### src/rtl/bt_pkg.sv
package bt_pkg;
  // Smallest programmable samples-per-bit value; codes below it select the maximum.
  localparam int unsigned BT_MIN_SPB = 4;

  typedef enum logic {
    PRE_BYPASS = 1'b0,
    PRE_ACTIVE = 1'b1
  } pre_mode_e;
endpackage

### src/rtl/bt_cfg_watch.sv
// Registers a configuration word and flags the first cycle it differs.
module bt_cfg_watch #(
  parameter int unsigned W = 24
) (
  input  logic         clk,
  input  logic         rst_n,
  input  logic [W-1:0] cfg,
  output logic         changed
);
  logic [W-1:0] cfg_q, cfg_d;

  always_comb begin
    cfg_d   = cfg;
    changed = (cfg != cfg_q);
  end

  always_ff @(posedge clk or negedge rst_n) begin
    if (!rst_n) cfg_q <= '0;
    else        cfg_q <= cfg_d;
  end

  // a flagged change is absorbed by the next edge
  p_change_absorbed_r5: assert property (@(posedge clk) disable iff (!rst_n)
    changed |=> (cfg_q == $past(cfg)));
endmodule

### src/rtl/bt_prescaler.sv
// Fractional prescaler: period of M or M+1 clocks chosen by an eighths accumulator.
module bt_prescaler
  import bt_pkg::*;
#(
  parameter int unsigned INT_W  = 5,
  parameter int unsigned FRAC_W = 3
) (
  input  logic              clk,
  input  logic              rst_n,
  input  logic              quiet,
  input  pre_mode_e         mode,
  input  logic [INT_W-1:0]  m_in,
  input  logic [FRAC_W-1:0] n_in,
  output logic              pre_tick
);
  localparam int unsigned CNT_W = INT_W + 1;

  logic [CNT_W-1:0]  pcnt_q, pcnt_d;
  logic [FRAC_W-1:0] acc_q, acc_d;
  logic [CNT_W-1:0]  m_eff, len, len_m1;
  logic [FRAC_W:0]   frac_sum;
  logic              carry, hit;

  always_comb begin
    m_eff    = (m_in == '0) ? CNT_W'(1) : {1'b0, m_in};
    frac_sum = {1'b0, acc_q} + {1'b0, n_in};
    carry    = frac_sum[FRAC_W];
    len      = m_eff + CNT_W'(carry);
    len_m1   = len - CNT_W'(1);
    hit      = (pcnt_q == len_m1);
    pre_tick = !quiet && ((mode == PRE_BYPASS) || hit);

    if (quiet || (mode == PRE_BYPASS)) begin
      pcnt_d = '0;
      acc_d  = '0;
    end else if (hit) begin
      pcnt_d = '0;
      acc_d  = frac_sum[FRAC_W-1:0];
    end else begin
      pcnt_d = pcnt_q + CNT_W'(1);
      acc_d  = acc_q;
    end
  end

  always_ff @(posedge clk or negedge rst_n) begin
    if (!rst_n) begin
      pcnt_q <= '0;
      acc_q  <= '0;
    end else begin
      pcnt_q <= pcnt_d;
      acc_q  <= acc_d;
    end
  end

  // bypass ticks on every active cycle
  p_bypass_every_r2: assert property (@(posedge clk) disable iff (!rst_n)
    ((mode == PRE_BYPASS) && !quiet) |-> pre_tick);
  // bypass leaves the period counter cleared
  p_bypass_clears_r2: assert property (@(posedge clk) disable iff (!rst_n)
    (mode == PRE_BYPASS) |=> (pcnt_q == '0) && (acc_q == '0));
  // back-to-back ticks while active only when the period is one clock
  p_min_gap_r1: assert property (@(posedge clk) disable iff (!rst_n)
    (pre_tick && $past(pre_tick) && (mode == PRE_ACTIVE)) |-> (m_eff == CNT_W'(1)));
  // the fraction accumulator moves only on a period end
  p_acc_hold_r1: assert property (@(posedge clk) disable iff (!rst_n)
    ((mode == PRE_ACTIVE) && !quiet && !pre_tick) |=> $stable(acc_q));
endmodule

### src/rtl/bt_stage_counter.sv
// Counts step strobes and flags the one that completes a group of last+1.
module bt_stage_counter #(
  parameter int unsigned W = 16
) (
  input  logic         clk,
  input  logic         rst_n,
  input  logic         clr,
  input  logic         step,
  input  logic [W-1:0] last,
  output logic         hit
);
  logic [W-1:0] cnt_q, cnt_d;

  always_comb begin
    hit = step && !clr && (cnt_q >= last);
    if (clr)       cnt_d = '0;
    else if (hit)  cnt_d = '0;
    else if (step) cnt_d = cnt_q + W'(1);
    else           cnt_d = cnt_q;
  end

  always_ff @(posedge clk or negedge rst_n) begin
    if (!rst_n) cnt_q <= '0;
    else        cnt_q <= cnt_d;
  end

  // without a step the count is frozen
  p_idle_hold_r3: assert property (@(posedge clk) disable iff (!rst_n)
    (!step && !clr) |=> $stable(cnt_q));
  // a clear leaves the count at zero
  p_clear_zero_r5: assert property (@(posedge clk) disable iff (!rst_n)
    clr |=> (cnt_q == '0));
endmodule

### src/rtl/uart_baud_ticker.sv
module uart_baud_ticker
  import bt_pkg::*;
#(
  parameter int unsigned INT_W  = 5,
  parameter int unsigned FRAC_W = 3,
  parameter int unsigned BYTE_W = 8,
  parameter int unsigned SPB_W  = 4
) (
  input  logic                      clk,
  input  logic                      rst_n,
  input  logic [INT_W+FRAC_W-1:0]   prescale_cfg,
  input  logic                      prescale_on,
  input  logic [SPB_W-1:0]          samp_cfg,
  input  logic [BYTE_W-1:0]         div_lo,
  input  logic [BYTE_W-1:0]         div_hi,
  output logic                      samp_tick,
  output logic                      bit_tick
);
  localparam int unsigned CPR_W   = INT_W + FRAC_W;
  localparam int unsigned DIV_W   = 2 * BYTE_W;
  localparam int unsigned WATCH_W = CPR_W + DIV_W;

  logic [1:0]         rst_sync_q;
  logic               rst_i_n;
  logic               cfg_changed, quiet, pre_tick;
  logic [DIV_W-1:0]   div_val, div_last;
  logic [SPB_W-1:0]   spb_last;
  pre_mode_e          mode;

  // asynchronous assertion, synchronous release
  always_ff @(posedge clk or negedge rst_n) begin
    if (!rst_n) rst_sync_q <= 2'b00;
    else        rst_sync_q <= {rst_sync_q[0], 1'b1};
  end
  assign rst_i_n = rst_sync_q[1];

  always_comb begin
    div_val  = {div_hi, div_lo};
    div_last = (div_val == '0) ? '0 : (div_val - DIV_W'(1));
    spb_last = (samp_cfg < SPB_W'(BT_MIN_SPB)) ? '1 : (samp_cfg - SPB_W'(1));
    mode     = prescale_on ? PRE_ACTIVE : PRE_BYPASS;
    quiet    = cfg_changed || !rst_i_n;
  end

  bt_cfg_watch #(.W(WATCH_W)) u_watch (
    .clk     (clk),
    .rst_n   (rst_i_n),
    .cfg     ({prescale_cfg, div_hi, div_lo}),
    .changed (cfg_changed)
  );

  bt_prescaler #(.INT_W(INT_W), .FRAC_W(FRAC_W)) u_pre (
    .clk      (clk),
    .rst_n    (rst_i_n),
    .quiet    (quiet),
    .mode     (mode),
    .m_in     (prescale_cfg[CPR_W-1:FRAC_W]),
    .n_in     (prescale_cfg[FRAC_W-1:0]),
    .pre_tick (pre_tick)
  );

  bt_stage_counter #(.W(DIV_W)) u_div (
    .clk   (clk),
    .rst_n (rst_i_n),
    .clr   (quiet),
    .step  (pre_tick),
    .last  (div_last),
    .hit   (samp_tick)
  );

  bt_stage_counter #(.W(SPB_W)) u_spb (
    .clk   (clk),
    .rst_n (rst_i_n),
    .clr   (quiet),
    .step  (samp_tick),
    .last  (spb_last),
    .hit   (bit_tick)
  );

  // no strobe while the internal reset is held
  p_reset_quiet_r6: assert property (@(posedge clk)
    !rst_i_n |-> (!samp_tick && !bit_tick));
  // the change cycle carries no strobe
  p_restart_quiet_r5: assert property (@(posedge clk) disable iff (!rst_i_n)
    cfg_changed |-> (!samp_tick && !bit_tick));
  // divisor of 0 or 1 passes every prescaler tick
  p_div_unity_r3: assert property (@(posedge clk) disable iff (!rst_i_n)
    (div_val <= DIV_W'(1)) |-> (samp_tick == pre_tick));
  // a bit strobe always rides on a sample strobe
  p_bit_on_sample_r4: assert property (@(posedge clk) disable iff (!rst_i_n)
    bit_tick |-> (samp_tick && pre_tick));
endmodule

### config.mk
export PLATFORM = sky130hd
export DESIGN_NAME = uart_baud_ticker
export DESIGN_NICKNAME = d
export VERILOG_FILES = /design/src/rtl/bt_pkg.sv /design/src/rtl/bt_cfg_watch.sv /design/src/rtl/bt_prescaler.sv /design/src/rtl/bt_stage_counter.sv /design/src/rtl/uart_baud_ticker.sv
export SDC_FILE = /design/constraint.sdc
export NUM_CORES = 1
export LEC_CHECK = 0
export BUFFER_PORTS_ARGS = -buffer_cell sky130_fd_sc_hd__buf_2
export CAP_MARGIN = 30
export CORE_MARGIN = 3
export CORE_UTILIZATION = 40
export CTS_BUF_LIST = sky130_fd_sc_hd__clkbuf_8 sky130_fd_sc_hd__clkbuf_16
export CTS_CLUSTER_SIZE = 40
export DETAILED_ROUTE_END_ITERATION = 8
export GPL_TIMING_DRIVEN = 0
export PLACE_DENSITY = 0.57
export SLEW_MARGIN = 20
export SYNTH_ARGS = -nofsm -noshare
export SYNTH_HDL_FRONTEND = slang
export SYNTH_SLANG_ARGS = --single-unit
export TNS_END_PERCENT = 10
### constraint.sdc
create_clock -name clk -period 4 [get_ports clk]
set_clock_uncertainty 0.15 [all_clocks]
set_input_delay 0.4 -clock clk [delete_from_list [all_inputs] [get_ports clk]]
set_output_delay 0.4 -clock clk [all_outputs]
set_load 0.1 [all_outputs]
; ---- Word-level counts from Yosys, hierarchy flattened
; Index checks and enable logic that the tools add are counted.
[classes]
reduce_logical = 15
addsub = 8
magnitude_cmp = 3
n_eq_ne = 2
mux = 14
bitwise = 1
[op_table]
columns = operator, count
row1 = $mux W16, 4
row2 = $ne A24 B24 Y1, 1
row3 = $add A16 B1 Y16 const B, 1
row4 = $ge A16 B16 Y1, 1
row5 = $logic_not A16 Y1, 1
row6 = $mux W4, 4
row7 = $sub A16 B1 Y16 const B, 1
row8 = $mux W6, 2
row9 = $add A6 B1 Y6, 1
row10 = $add A6 B1 Y6 const B, 1
row11 = $eq A6 B6 Y1, 1
row12 = $mux W3, 2
row13 = $reduce_bool A3 Y1, 2
row14 = $sub A6 B1 Y6 const B, 1
row15 = $logic_and A1 B1 Y1, 5
row16 = $logic_not A5 Y1, 1
row17 = $mux W5, 1
row18 = $add A3 B3 Y4, 1
row19 = $add A4 B1 Y4 const B, 1
row20 = $ge A4 B4 Y1, 1
row21 = $lt A4 B3 Y1 const B, 1
row22 = $sub A4 B1 Y4 const B, 1
row23 = $logic_or A1 B1 Y1, 3
row24 = $logic_not A1 Y1, 2
row25 = 3 further kinds, 3
[totals]
input_bits = 31
wordCells = 49
regBits = 55
output_inout_bits = 2

; ---- Depth between registers and ports, before layout
[logic_depth]
word_depth = 13
ltp_mapped = 15
depth_no_buf = 13

; ---- Modules after synthesis
; From an unflattened synthesis, not the netlist that was laid out.
[hier_totals]
hier_cells = 389
area_unflattened_um2 = 3694.8
[modules_own_cells]
columns = module, area_each_um2, cells_per_inst, seq_area_each_um2, instances
row1 = bt_stage_counter (u_div), 1298.7, 155, 400.4, 1
row2 = bt_cfg_watch, 859.6, 56, 600.6, 1
row3 = bt_prescaler, 696.9, 69, 225.2, 1
row4 = uart_baud_ticker, 496.7, 74, 50.0, 1
row5 = bt_stage_counter (u_spb), 342.8, 35, 100.1, 1

; ---- Worst setup path after synthesis
; No wires, ideal clock.
[synth_timing]
path_type = input to output
from = input port div_lo[3]
to = output port bit_tick
path_slack_ps = -1801
path_buffers = 1
required_time_ps = 3450
arrival_time_ps = 5251
stages = 13
cell_sequence = or3_1 > nor4_1 > nand2_1 > nor4_1 > xor2_1 > nand2_1 > ha_1 > nand4_1 > a2111oi_2 > a211oi_4 > buf_2 > or2_1 > nor3_1
[synth_between]
elab_chain_len = 8
elab_cells_between_ends = 12
classes_between = 1 x add/sub / 1 x order compare / 1 x eq/ne / 1 x mux / 8 x reduce/logical
[synth_lines]
columns = element, line_no
row1 = start: declaration, uart_baud_ticker.sv:14  ; input logic [BYTE_W-1:0] div_lo,
row2 = branches (longest 6 deep; another with $sub A16 B1 Y16), --
row3 = $logic_and A1 B1 Y1 * (2 in series), bt_stage_counter.sv:15  ; hit = step && !clr && (cnt_q >= last);
row4 = end: declaration, uart_baud_ticker.sv:17  ; output logic bit_tick
; Mark *: on every way between the ends.

; ---- Final worst setup path
[layout_timing]
from = input port div_lo[3]
to = output port samp_tick
[layout_between]
elab_chain_len = 6
elab_cells_between_ends = 10
classes_between = 1 x add/sub / 1 x order compare / 1 x eq/ne / 1 x mux / 6 x reduce/logical
[layout_lines]
columns = element, line_no
row1 = branches (longest 5 deep; another with $sub A16 B1 Y16), --
row2 = $logic_and A1 B1 Y1 *, bt_stage_counter.sv:15
row3 = end: declaration, uart_baud_ticker.sv:16  ; output logic samp_tick,
; Marked as above.

==> key figures <==
Placed design
  • RePlAce Congestion: 0.799
  • DP HPWL: 6090 um
  • PortBufs: 32
  • Placed cell areas: 4040 um^2
  • Placed Cells: 515

Logic synthesis
  • Yosys top cell by area: dfrtp_1
  • Synth cell types: 49
  • Syn Area/Cell: 9.64 um^2
  • Syn Inst Count: 375
  • Dominant synthesized flop cell: dfrtp_1
  • Ranking of synthesized cells by area: dfrtp_1 (38%), ha_1 (11%), xnor2_1 (6.5%)
  • Cell Area, Synth: 3610 um^2
  • Post-synth EDFFs: 0
  • Synth top area share: 0.381
  • Register area share after synthesis: 0.381
  • Syn_nets: 438
  • Ys Warns: 0
  • Async set-reset flop share out of synthesis: 1.00
  • Flops & latches, synth: 55

STA
  • Max-slew violations: 0
  • Slew headroom: 0.526
  • Final setup fails: 2
  • Min Tclk post-route: 4.23 ns
  • Measured slew at the worst slew-check pin: 0.711 ns
  • FMAX: 0.236 GHz
  • Period utilization: 1.06
  • Hold WS: 0.104 ns
  • RSZ-0062 raised after global routing: yes
  • Setup ws final: -0.229 ns
  • Fin. Hold Viols: 0

Die
  • Core area: 8760 um^2
  • DIE AREA: 10200 um^2
  • Initial core utilization: 0.412
  • DIE HEIGHT: 101 um
  • Rows: 34
  • Chip width: 101 um
  • IO Pins: 33

Final layout
  • Multi-input gate area: 2250 um^2
  • Antenna diodes: 0
  • Share of cells above drive strength 1: 0.182
  • Sequential Area: 1380 um^2
  • Finished Layout Cells: 526
  • Layout area overhead: 17.0%
  • Final #Nets: 480
  • Final Cell Area: 4230 um^2
  • Fillers: 856
  • Most frequent cells in the layout: dfrtp_1 (54), nand2_1 (38), buf_2 (32), ha_1 (29), xnor2_1 (27)
  • Commonest non-fill, non-tap cell in the layout: dfrtp_1

Clocking
  • Reg clk slew, reported paths: 0.10 ns
  • Clock sinks: 55
  • TritonCTS Buffers: 5
  • CTS tree: yes
  • H-tree Lvls: 2
  • Latest clock arrival within the worst-skew pair: 0.31 ns
  • CTS Buffer Depth: 2
  • Clk root buf: clkbuf_8

Drt
  • Top sig layer: met4
  • M1 WL: 3820 um
  • First-iteration detailed-routing DRC count: 117
  • Met3 Wirelength: 283 um
  • Post-detailed-route wirelength per cell: 15.4 um
  • DRC: 0
  • First-pass iteration count of the detailed router: 4
  • Routed WL: 8090 um
  • ANT nets after route: 0
  • DR vias: 2895
  • Met2 routed WL: 3940 um
  • Vias per cell: 5.50

Global routing
  • Initial antenna violation count: 0
  • Largest net degree at the start of global routing: 55
  • Total gr overflow: 0
  • First-pass GRT wire length: 13600 um
  • Vias in the first global route: 2809
  • GRT Total Usage: 0.167

Worst hold path
  • Hold depth: 1
  • WHS Endpoint: u_watch.cfg_q[16]
  • Worst Min Path Start: prescale_cfg[0]
  • HP Class: input port to register

Power
  • Power, Total: 1.11 mW
  • Power per cell area: 262 nW/um^2
  • Leakage: 1.81 nW
  • Peak supply drop: 205 uV

Setup path
  • Worst reg2reg path startpoint: u_pre.acc_q[1]
  • R2R depth: 13
  • Reg2reg setup slack: 0.68 ns
  • Worst EP arrival: 3.68 ns
  • CP Max Fanout: 10
  • CP required: 3.45 ns
  • FF-to-FF End: u_div.cnt_q[12]
  • Critical path class: input port to output port
  • Crit. End Element: output port
  • Startpoint types: input port

Flow run
  • MaxCap Viol Count: 0

Run status
  • Status: finished, violations left
  • Failing checks: setup timing
==> Yosys cell counts, drive strengths merged, types with 2 or more instances <==
cell type and number:
a211oi 3, xnor2 27, a21oi 19, nand4bb 2, or3 3, o31ai 5
ha 31, nand3b 2, mux2i 2, or2 3, nand2 43, nor3b 2
a31oi 12, xor2 25, clkbuf 4, nand2b 7, or4b 14, nor2 16
buf 6, inv 15, dfrtp 55, o21ai 7, nand3 25, nor3 9
or4 3, nand4 8, a21o 4, nand4b 2, and3 3, nor4 8
==> area by class of cell <==
class                      instances  share of cell area
clock inverter                     2             0.00829
timing repair buffer              35              0.0480
buffer                            10              0.0189
sequential                        55               0.327
tap                              108              0.0320
inverter                          15              0.0133
clock buffer                       6              0.0195
multi-input combinational        295               0.533
==> per-layer routing <==
metal  global-route usage  vias up
li1                     -     1426
met1                0.233     1422
met2                0.277       43
met5                    0        -
met3               0.0221        4
met4               0.0307        0
==> sequential cells by signal, summed over array words and instances (netlist names) <==
signal	cells
u_watch.cfg_q	24
u_div.cnt_q	16
u_pre.pcnt_q	6
u_spb.cnt_q	4
u_pre.acc_q	3
rst_sync_q	2
==> stage by stage <==
step | TNS (ns) | utilization | setup WS, ns
floorplan | -0.216 | - | -0.216
global placement | -7.72 | 0.460 | -0.664
detailed placement | -7.86 | 0.461 | -0.663
CTS | -0.528 | 0.480 | -0.276
global route | -1.24 | 0.482 | -0.406
finish | -0.425 | 0.482 | -0.229
==> timing repair <==
action / 4_1_cts / 5_1_grt
pin swaps: 2 / 2
resized for setup: 7 / 4
buffers inserted: 2 / 0
hold buffers: 1 / 0
setup endpoints to repair: 19 / 17
hold endpoints to repair: 2 / 0
==> power breakdown <==
part	internal, mW	total [mW]	switching, mW
Clock	0.203	0.384	0.182
Sequential	0.569	0.585	0.0157
Combinational	0.0596	0.137	0.0772
==> how the worst max path moves through the flow <==
stage / startpoint / endpoint / slack (ns) / depth (start not counted)
6_report: div_lo[3] / samp_tick / -0.23 / 16
5_1_grt: div_lo[3] / samp_tick / -0.41 / 16
4_1_cts: div_lo[3] / samp_tick / -0.28 / 16
3_5_place_dp: div_hi[1] / bit_tick / -0.66 / 15
3_3_place_gp: div_hi[1] / bit_tick / -0.66 / 15
2_1_floorplan: div_lo[3] / bit_tick / -0.22 / 13
==> worst max-delay path, stage by stage <==
cell      delay, ns
buf_2          0.13
or3_4          0.42
nor4_4         0.27
nand2_2        0.17
nor4_4         0.17
xor2_1         0.18
nand2_1        0.08
ha_1           0.28
nand4_1        0.26
nor3_2         0.09
or3_4          0.35
a211oi_4       0.25
buf_6          0.20
or2_4          0.16
nor2_4         0.03
buf_4          0.24
==> kinds of logic after synthesis <==
family | after synthesis | synth area share
mux | 2 | 0.00554
xor+xnor | 52 | 0.126
flops | 55 | 0.381
compound gates | 55 | 0.100
fa+ha+maj | 32 | 0.113
buf+inv | 25 | 0.0332
simple gates | 153 | 0.240
other cells | 1 | 0.00104
(Power assumes the default switching activity.)
